## config.mk

```make
export PLATFORM = sky130hd
export DESIGN_NAME = cmp_timer_unit
export DESIGN_NICKNAME = d
export VERILOG_FILES = /design/src/rtl/cmp_timer_pkg.sv /design/src/rtl/cmp_counter.sv /design/src/rtl/cmp_seq_fsm.sv /design/src/rtl/cmp_out_ctrl.sv /design/src/rtl/cmp_timer_unit.sv
export SDC_FILE = /design/constraint.sdc
export NUM_CORES = 1
export LEC_CHECK = 0
export BUFFER_PORTS_ARGS = -buffer_cell sky130_fd_sc_hd__clkbuf_2
export CAP_MARGIN = 20
export CORE_MARGIN = 3
export CORE_UTILIZATION = 54
export CTS_CLUSTER_SIZE = 28
export DETAILED_ROUTE_END_ITERATION = 8
export GPL_TIMING_DRIVEN = 0
export PLACE_DENSITY = 0.85
export SYNTH_ARGS = -nofsm -noshare
export SYNTH_HDL_FRONTEND = slang
export SYNTH_HIERARCHICAL = 1
export SYNTH_SLANG_ARGS = --single-unit
```

## constraint.sdc

```tcl
create_clock -name clk -period 2.6 [get_ports clk]
set_clock_uncertainty 0.1 [all_clocks]
set_input_delay 0.26 -clock clk [delete_from_list [all_inputs] [get_ports clk]]
set_output_delay 0.26 -clock clk [all_outputs]
set_load 0.005 [all_outputs]
```

## src/rtl/cmp_timer_pkg.sv

```systemverilog
`timescale 1ns/1ps
package cmp_timer_pkg;

    localparam int MODE_W = 4;

    localparam logic [MODE_W-1:0] MODE_OFF    = 4'b0000;
    localparam logic [MODE_W-1:0] MODE_TOGGLE = 4'b0010;
    localparam logic [MODE_W-1:0] MODE_SET    = 4'b1000;
    localparam logic [MODE_W-1:0] MODE_CLEAR  = 4'b1001;
    localparam logic [MODE_W-1:0] MODE_IRQ    = 4'b1010;
    localparam logic [MODE_W-1:0] MODE_EVENT  = 4'b1011;

    typedef enum logic [1:0] {
        SEQ_ARMED = 2'd0,
        SEQ_SPENT = 2'd1,
        SEQ_HOLD  = 2'd2
    } seq_state_t;

    typedef struct packed {
        logic drives_pin;
        logic act_set;
        logic act_clr;
        logic act_tgl;
        logic irq_en;
        logic event_en;
    } mode_dec_t;

    function automatic mode_dec_t decode_mode(input logic [MODE_W-1:0] m);
        mode_dec_t d;
        d = '0;
        unique case (m)
            MODE_TOGGLE: begin d.drives_pin = 1'b1; d.act_tgl = 1'b1; d.irq_en = 1'b1; end
            MODE_SET:    begin d.drives_pin = 1'b1; d.act_set = 1'b1; d.irq_en = 1'b1; end
            MODE_CLEAR:  begin d.drives_pin = 1'b1; d.act_clr = 1'b1; d.irq_en = 1'b1; end
            MODE_IRQ:    begin d.irq_en = 1'b1; end
            MODE_EVENT:  begin d.irq_en = 1'b1; d.event_en = 1'b1; end
            default:     d = '0;
        endcase
        return d;
    endfunction

endpackage

```

## src/rtl/cmp_counter.sv

```systemverilog
`timescale 1ns/1ps
module cmp_counter #(
    parameter int CNT_W = 16
) (
    input  logic             clk,
    input  logic             rst_n,
    input  logic             tick_i,
    input  logic             evt_reset_i,
    input  logic             ovf_clr_i,
    output logic [CNT_W-1:0] count_o,
    output logic             ovf_o
);
    localparam logic [CNT_W-1:0] CNT_MAX = {CNT_W{1'b1}};

    logic [CNT_W-1:0] count_q;
    logic             ovf_q;
    logic             wrap;

    assign wrap = tick_i && !evt_reset_i && (count_q == CNT_MAX);

    always_ff @(posedge clk or negedge rst_n) begin
        if (!rst_n) begin
            count_q <= '0;
        end else if (tick_i) begin
            if (evt_reset_i) count_q <= '0;
            else             count_q <= count_q + 1'b1;
        end
    end

    always_ff @(posedge clk or negedge rst_n) begin
        if (!rst_n)         ovf_q <= 1'b0;
        else if (wrap)      ovf_q <= 1'b1;
        else if (ovf_clr_i) ovf_q <= 1'b0;
    end

    assign count_o = count_q;
    assign ovf_o   = ovf_q;
endmodule

```

## src/rtl/cmp_seq_fsm.sv

```systemverilog
`timescale 1ns/1ps
module cmp_seq_fsm
    import cmp_timer_pkg::*;
(
    input  logic clk,
    input  logic rst_n,
    input  logic match_i,
    input  logic tick_i,
    input  logic cmp_wr_i,
    input  logic event_mode_i,
    output logic fire_o,
    output logic trig_o,
    output logic ctr_reset_o
);
    seq_state_t state_q, state_d;

    always_ff @(posedge clk or negedge rst_n) begin
        if (!rst_n) state_q <= SEQ_ARMED;
        else        state_q <= state_d;
    end

    always_comb begin
        state_d = state_q;
        unique case (state_q)
            SEQ_ARMED: begin
                if (match_i && !tick_i) begin
                    if (event_mode_i) state_d = SEQ_HOLD;
                    else              state_d = SEQ_SPENT;
                end
            end
            SEQ_SPENT: begin
                if (tick_i || cmp_wr_i) state_d = SEQ_ARMED;
            end
            SEQ_HOLD: begin
                if (tick_i)             state_d = SEQ_ARMED;
                else if (!event_mode_i) state_d = SEQ_SPENT;
            end
            default: state_d = SEQ_ARMED;
        endcase
    end

    always_comb begin
        fire_o      = 1'b0;
        trig_o      = 1'b0;
        ctr_reset_o = 1'b0;
        unique case (state_q)
            SEQ_ARMED: begin
                fire_o      = match_i;
                trig_o      = match_i && event_mode_i;
                ctr_reset_o = match_i && event_mode_i && tick_i;
            end
            SEQ_HOLD: begin
                ctr_reset_o = match_i && event_mode_i && tick_i;
            end
            default: ;
        endcase
    end
endmodule

```

## src/rtl/cmp_out_ctrl.sv

```systemverilog
`timescale 1ns/1ps
module cmp_out_ctrl
    import cmp_timer_pkg::*;
(
    input  logic      clk,
    input  logic      rst_n,
    input  logic      fire_i,
    input  mode_dec_t dec_i,
    input  logic      mode_off_wr_i,
    input  logic      oe_i,
    input  logic      irq_clr_i,
    output logic      latch_o,
    output logic      pin_o,
    output logic      pin_oe_o,
    output logic      irq_o
);
    logic latch_q;
    logic irq_q;

    always_ff @(posedge clk or negedge rst_n) begin
        if (!rst_n)             latch_q <= 1'b0;
        else if (mode_off_wr_i) latch_q <= 1'b0;
        else if (fire_i) begin
            if (dec_i.act_set)      latch_q <= 1'b1;
            else if (dec_i.act_clr) latch_q <= 1'b0;
            else if (dec_i.act_tgl) latch_q <= ~latch_q;
        end
    end

    always_ff @(posedge clk or negedge rst_n) begin
        if (!rst_n)                    irq_q <= 1'b0;
        else if (fire_i && dec_i.irq_en) irq_q <= 1'b1;
        else if (irq_clr_i)            irq_q <= 1'b0;
    end

    assign pin_oe_o = oe_i && dec_i.drives_pin;
    assign pin_o    = pin_oe_o && latch_q;
    assign latch_o  = latch_q;
    assign irq_o    = irq_q;
endmodule

```

## src/rtl/cmp_timer_unit.sv

```systemverilog
`timescale 1ns/1ps
module cmp_timer_unit
    import cmp_timer_pkg::*;
#(
    parameter int CNT_W = 16
) (
    input  logic             clk,
    input  logic             rst_n,
    input  logic             wr_en_i,
    input  logic             wr_addr_i,
    input  logic [CNT_W-1:0] wr_data_i,
    input  logic             tick_i,
    input  logic             oe_i,
    input  logic             irq_clr_i,
    input  logic             ovf_clr_i,
    output logic [CNT_W-1:0] count_o,
    output logic             ovf_o,
    output logic             irq_o,
    output logic             pin_o,
    output logic             pin_oe_o,
    output logic             conv_start_o
);
    logic [CNT_W-1:0]  cmp_q;
    logic [MODE_W-1:0] mode_q;
    logic [CNT_W-1:0]  count_w;
    logic              cmp_wr, mode_wr, mode_off_wr;
    logic              match, fire, trig, ctr_reset, latch_w;
    mode_dec_t         dec;

    assign cmp_wr      = wr_en_i && !wr_addr_i;
    assign mode_wr     = wr_en_i &&  wr_addr_i;
    assign mode_off_wr = mode_wr && (wr_data_i[MODE_W-1:0] == MODE_OFF);

    always_ff @(posedge clk or negedge rst_n) begin
        if (!rst_n) begin
            cmp_q  <= '0;
            mode_q <= MODE_OFF;
        end else begin
            if (cmp_wr)  cmp_q  <= wr_data_i;
            if (mode_wr) mode_q <= wr_data_i[MODE_W-1:0];
        end
    end

    assign dec   = decode_mode(mode_q);
    assign match = (count_w == cmp_q);

    cmp_counter #(.CNT_W(CNT_W)) ctr_i (
        .clk         (clk),
        .rst_n       (rst_n),
        .tick_i      (tick_i),
        .evt_reset_i (ctr_reset),
        .ovf_clr_i   (ovf_clr_i),
        .count_o     (count_w),
        .ovf_o       (ovf_o)
    );

    cmp_seq_fsm seq_i (
        .clk          (clk),
        .rst_n        (rst_n),
        .match_i      (match),
        .tick_i       (tick_i),
        .cmp_wr_i     (cmp_wr),
        .event_mode_i (dec.event_en),
        .fire_o       (fire),
        .trig_o       (trig),
        .ctr_reset_o  (ctr_reset)
    );

    cmp_out_ctrl out_i (
        .clk           (clk),
        .rst_n         (rst_n),
        .fire_i        (fire),
        .dec_i         (dec),
        .mode_off_wr_i (mode_off_wr),
        .oe_i          (oe_i),
        .irq_clr_i     (irq_clr_i),
        .latch_o       (latch_w),
        .pin_o         (pin_o),
        .pin_oe_o      (pin_oe_o),
        .irq_o         (irq_o)
    );

    assign count_o      = count_w;
    assign conv_start_o = trig;
endmodule

```

# --- After elaboration in Yosys (flattened, before gate mapping) ---
# Cells that the tools add are included.
totals:
  regBits: 41
  elab_cells: 72
op_classes:
  bitwise: 1
  eq_ne: 12
  n_reduce_logical: 26
  addsub: 1
  mux: 25
op_table:
  columns: ["cell", "n"]
  rows:
  - ["$mux W1", 18]
  - ["$add A16 B1 Y16 const B", 1]
  - ["$eq A16 B16 Y1", 1]
  - ["$eq A16 B16 Y1 const B", 1]
  - ["$eq A4 B4 Y1 const B", 4]
  - ["$mux W16", 1]
  - ["$logic_and A1 B1 Y1", 11]
  - ["$mux W2", 5]
  - ["$pmux W2 S3", 1]
  - ["$reduce_bool A2 Y1", 3]
  - ["$reduce_or A5 Y1", 1]
  - ["$eq A4 B2 Y1 const B", 1]
  - ["$logic_not A4 Y1", 1]
  - ["$ne A2 B1 Y1 const B", 2]
  - ["$reduce_bool A4 Y1", 1]
  - ["$logic_not A1 Y1", 3]
  - ["$ne A3 B3 Y1 const B", 1]
  - ["$reduce_and A3 Y1", 1]
  - ["$reduce_or A3 Y1", 1]
  - ["$eq A2 B1 Y1 const B", 1]
  - ["$eq A2 B2 Y1 const B", 1]
  - ["$logic_not A2 Y1", 1]
  - ["$reduce_and A2 Y1", 1]
  - ["$reduce_or A2 Y1", 1]
  - ["other kinds (2)", 2]

# --- Depth between registers and ports, before layout ---
depth:
  depth_word: 9
  mapped_depth: 9
  mapped_depth_nobuf: 9

# --- Modules after synthesis ---
# Netlist, hierarchy kept.
modules_own_cells:
  columns: ["module", "area_each_um2", "cells_each", "instances"]
  rows:
  - ["cmp_timer_unit", 1049.8, 78, 1]
  - ["cmp_counter", 1008.5, 108, 1]
  - ["cmp_out_ctrl", 111.4, 11, 1]
  - ["cmp_seq_fsm", 107.6, 13, 1]

# --- Worst setup path before layout ---
# OpenSTA, ideal clock, no wires.
synth_timing:
  path_kind: "register to register"
  from: "register ctr_i.count_q[5] (netlist: ctr_i/count_o[5])"
  to: "register out_i.latch_q (netlist: out_i/latch_o)"
  path_buffers: 0
  setup_ns: 0.082
  required_time_ns: 2.418
  t_arrival_ns: 2.029
  slack_ns: 0.389
  path_stages_with_launch: 8
  cell_sequence: "dfrtp_1 > xnor2_1 > nand4_1 > nor4_1 > or2b_1 > nor2_1 > or4bb_1 > a31oi_1"
synth_between:
  elab_chain_len: 4
synth_rtl:
  columns: ["element", "line_no", "text"]
  rows:
  - ["start: declaration", "cmp_counter.sv:15", "logic [CNT_W-1:0] count_q;"]
  - ["start signal: assignment", "cmp_counter.sv:26", "else count_q <= count_q + 1'b1;"]
  - ["$eq A16 B16 Y1", "cmp_timer_unit.sv:45", "assign match = (count_w == cmp_q);"]
  - ["via match", "cmp_timer_unit.sv:27", "logic match, fire, trig, ctr_reset, latch_w;"]
  - ["$mux W1", "cmp_seq_fsm.sv:46", "unique case (state_q)"]
  - ["via fire", "cmp_timer_unit.sv:27", null]
  - ["$reduce_bool A2 Y1 (no line)", null, null]
  - ["$reduce_and A2 Y1 (no line)", null, null]
  - ["end signal: assignment", "cmp_out_ctrl.sv:26", "else if (dec_i.act_tgl) latch_q <= ~latch_q;"]
  - ["end: declaration", "cmp_out_ctrl.sv:17", "logic latch_q;"]
# The timed path passes the listed nets, and every way through them passes these cells.
# A chain may end at the register's enable or synchronous reset.

# --- Worst setup path in the final report ---
layout_timing:
  from: "register ctr_i.count_q[5] (netlist: ctr_i/count_o[5])"
  to: "register ctr_i.count_q[13] (netlist: ctr_i/count_o[13])"
layout_between:
  elab_chain_len: 5
  word_cells_on_any_way: 6
layout_rtl:
  columns: ["element", "line_no", "text"]
  rows:
  - ["$eq A16 B16 Y1", "cmp_timer_unit.sv:45", null]
  - ["via match", "cmp_timer_unit.sv:27", null]
  - ["$logic_and A1 B1 Y1 (2 in series)", "cmp_seq_fsm.sv:50, cmp_seq_fsm.sv:53", null]
  - ["$mux W1", null, null]
  - ["via ctr_reset", "cmp_timer_unit.sv:27", null]
  - ["$mux W16", "cmp_counter.sv:25", "if (evt_reset_i) count_q <= '0;"]
# The timed path passes the listed nets, and every way through them passes these cells.

==> results.md <==
* Status: complete, no violations
* VDD IR max at between 0.5 and 0.6 mV
* Async SR Flop Fraction at 100%
* Critical Path RT at 2640 ps
* Crit. End Element: flop
* H-tree lvl count at 2
* Final HPWL DP at between 3000 and 4000 um
* Final period util at between 90% and 100%
* Seq/Total Area, Yosys at approximately 45%
* Post-synth top flop: dfrtp_1
* Drt initial violations at roughly 120
* Synth top area share at 45.1%
* Post-Syn Instances at 210
* Layout fillers at a little under 300
* I/O Buffers at 44
* Count leader, synth: dfrtp_1
* Initial Utilization at between 50% and 60%
* Design Area, Final at approximately 0.0027 mm2
* Die Span Y at a little over 70 um
* Syn Area/Cell at between 10 and 15 um2
* Final setup fails at 0
* I/O pins at 45
* First drt pass iteration count at 4
* Number of synthesized flops with an enable pin at 0
* Worst Hold Class: in -> reg
* Clock Path Buffers at 2
* CTS clk-pin slew, worst paths at around 80 ps
* Clock root cell: clkbuf_8
* Die area at a little over 0.005 mm2
* Initial antenna violation count at 0
* Max_cap viols at 0
* Layout cells sized above 1 at between 30 and 40%
* Largest cells by area after synthesis: dfrtp_1, xnor2_1, mux2_4
* First-pass GRT wire length at approximately 8500 um
* Crit path DAT at 2490 ps
* Synth-to-Final Area Change at 18.4%
* Slowest CP cell: dfrtp_1
* Sink Count at 41
* Pleak at between 1 and 1.5 nW
* Slew Limit Headroom at approximately two thirds
* Std-Cell Rows at 22
* Via count at between 1500 and 2000
* Synth Net Count at 235
* Mapped Area at approximately 0.0023 mm2
* Max incr delay on CP at around 500 ps
* ANT cells at 0
* P per Cell Area at approximately 800 mW/mm2
* CP Class: reg -> reg
* Via density at just under 6
* Total global-route track usage at a little over a fifth
* Synthesis-stage register bit count at 41
* Max-slew violations at 0
* Critical Path Most Common Cell: nand2_1
* Min cycle time layout at around 2400 ps
* Max Clk Rate at 408 MHz
* Core Util, Final at 69.9%
* FF+latch area at approximately 0.001 mm2
* Placed Area at 0.00256 mm2
* Post-CTS setup buffer count at 0
* Worst skew pair latency at a little under 300 ps
* Pin count of the biggest net entering global routing at 42
* Synth area leader: dfrtp_1
* WL final at 5050 um
* CTS tree: built
* Critical path startpoint category: flop
* WL/cell at between 15 and 20 um
* Unique masters post-synth at 43
* Worst-Margin Slew at 520 ps
* Total grt overflow at 0
* DRC at 0
* Most frequent cells after synthesis: dfrtp_1, xnor2_1, inv_1, nor2_1, mux2_2
* Final hold vios at 0
* TritonCTS Buffers at 5
* Vias in the first global route at between 1500 and 2000
* Warnings, synthesis at 6
* Routed Antenna Nets at 0
* Core area at a little under 0.004 mm2
* Final Total Pwr at 2.13 mW
* Worst-path maximum fanout at 8
* Area occupied by multi-input gates at roughly 0.0012 mm2
* GP Congestion at 0.754
* Crit path cell chain: xnor2_1, nand4_1, nor4_2, nand2_1, nor2_2, nand2b_2, nor2_1, nand2_1, o311ai_0
* Fin nets at about 290
* DIE WIDTH at around 71 um
worst paths after layout:
kind	start	to	slack (ps)	depth (start not counted)
setup / recovery	ctr_i/count_o[5]	ctr_i/count_o[13]	150	9
hold / removal	irq_clr_i	out_i/irq_o	40	2
setup reg to reg	ctr_i/count_o[5]	ctr_i/count_o[13]	150	9
hold reg to reg	ctr_i/ovf_o	ctr_i/ovf_o	400	2
max in group asynchronous	rst_n	ctr_i/count_o[3]	1540	3
min in group asynchronous	rst_n	cmp_q[12]	370	2
worst max-delay path: cells and delay by family (launching register included):
kind | cells | cell delay [ps]
XOR/XNOR | 1 | 240
AO/OA/AOI/OAI | 1 | 140
flip-flops | 1 | 500
AND/OR/NAND/NOR | 7 | 1330
state kept, by name, indices dropped and copies added (netlist names):
| register | count |
|---|---|
| ctr_i/count_o | 16 |
| seq_i/state_q | 2 |
| ctr_i/ovf_o | 1 |
| cmp_q | 16 |
| mode_q | 4 |
| out_i/latch_o | 1 |
| out_i/irq_o | 1 |
placed cells by master, fill, tap and decap left out, drive strengths merged, types with 2 or more instances in the layout:
master,count
mux2i,9
nor3,4
xnor2,16
clkinvlp,2
or4,2
a31oi,2
nand3b,3
a21oi,3
nand2,10
nor2,15
o311ai,4
buf,3
nand3,5
nor3b,2
o22ai,9
nand2b,8
o21ai,3
inv,15
nand4,7
nor2b,5
mux2,21
dfrtp,41
clkbuf,54
and3,4
nor4,5
layout make-up:
type,instances,area share [%]
clock inverter,2,0.557
inverter,15,2.09
tap,48,2.23
multi-input combinational,148,43.0
clock buffer,6,2.69
timing repair buffer,46,9.56
sequential,41,38.1
buffer,6,1.76
through the flow:
step	instances	setup WS, ps	hold WS [ps]	TNS [ps]
5_1_grt	312	-12.6	51.0	-12.6
6_report	312	151	41.9	0
4_1_cts	310	21.6	35.3	0
2_1_floorplan	210	389	-136	0
3_5_place_dp	302	-66.5	351	-198
3_3_place_gp	302	-26.6	339	-47.7
report_power, final:
| part | internal, mW | switching (mW) | total [mW] | leakage, nW |
|---|---|---|---|---|
| Sequential | 0.764 | 0.220 | 0.984 | 0.454 |
| Combinational | 0.387 | 0.355 | 0.742 | 0.772 |
| Clock | 0.189 | 0.219 | 0.408 | 0.0374 |
per-layer routing:
| metal | up-vias | global-route usage [%] | wire (um) |
|---|---|---|---|
| li1 | 860 | - | - |
| met1 | 898 | 28.5 | 2170 |
| met2 | 72 | 34.3 | 2460 |
| met3 | 12 | 3.55 | 302 |
| met4 | 0 | 8.35 | 112 |
| met5 | - | 0 | 0 |
cell families after synthesis:
family	Yosys count	synth area share (%)
AOI/OAI and AO/OA	24	7.69
xor gates and xnor gates	16	6.15
adders and majority gates	1	0.549
buffers and inverters	21	4.51
DFF	41	45.1
muxes	30	15.8
and+or+nand+nor	77	20.2
repair_timing:
item | in CTS | in global routing
setup endpoints to repair | 4 | 19
pin swaps | 0 | 0
gates cloned | 0 | 0
resized for setup | 1 | 4
hold endpoints to repair | 0 | 18
hold buffers | 0 | 1
(Power assumes the default switching activity.)
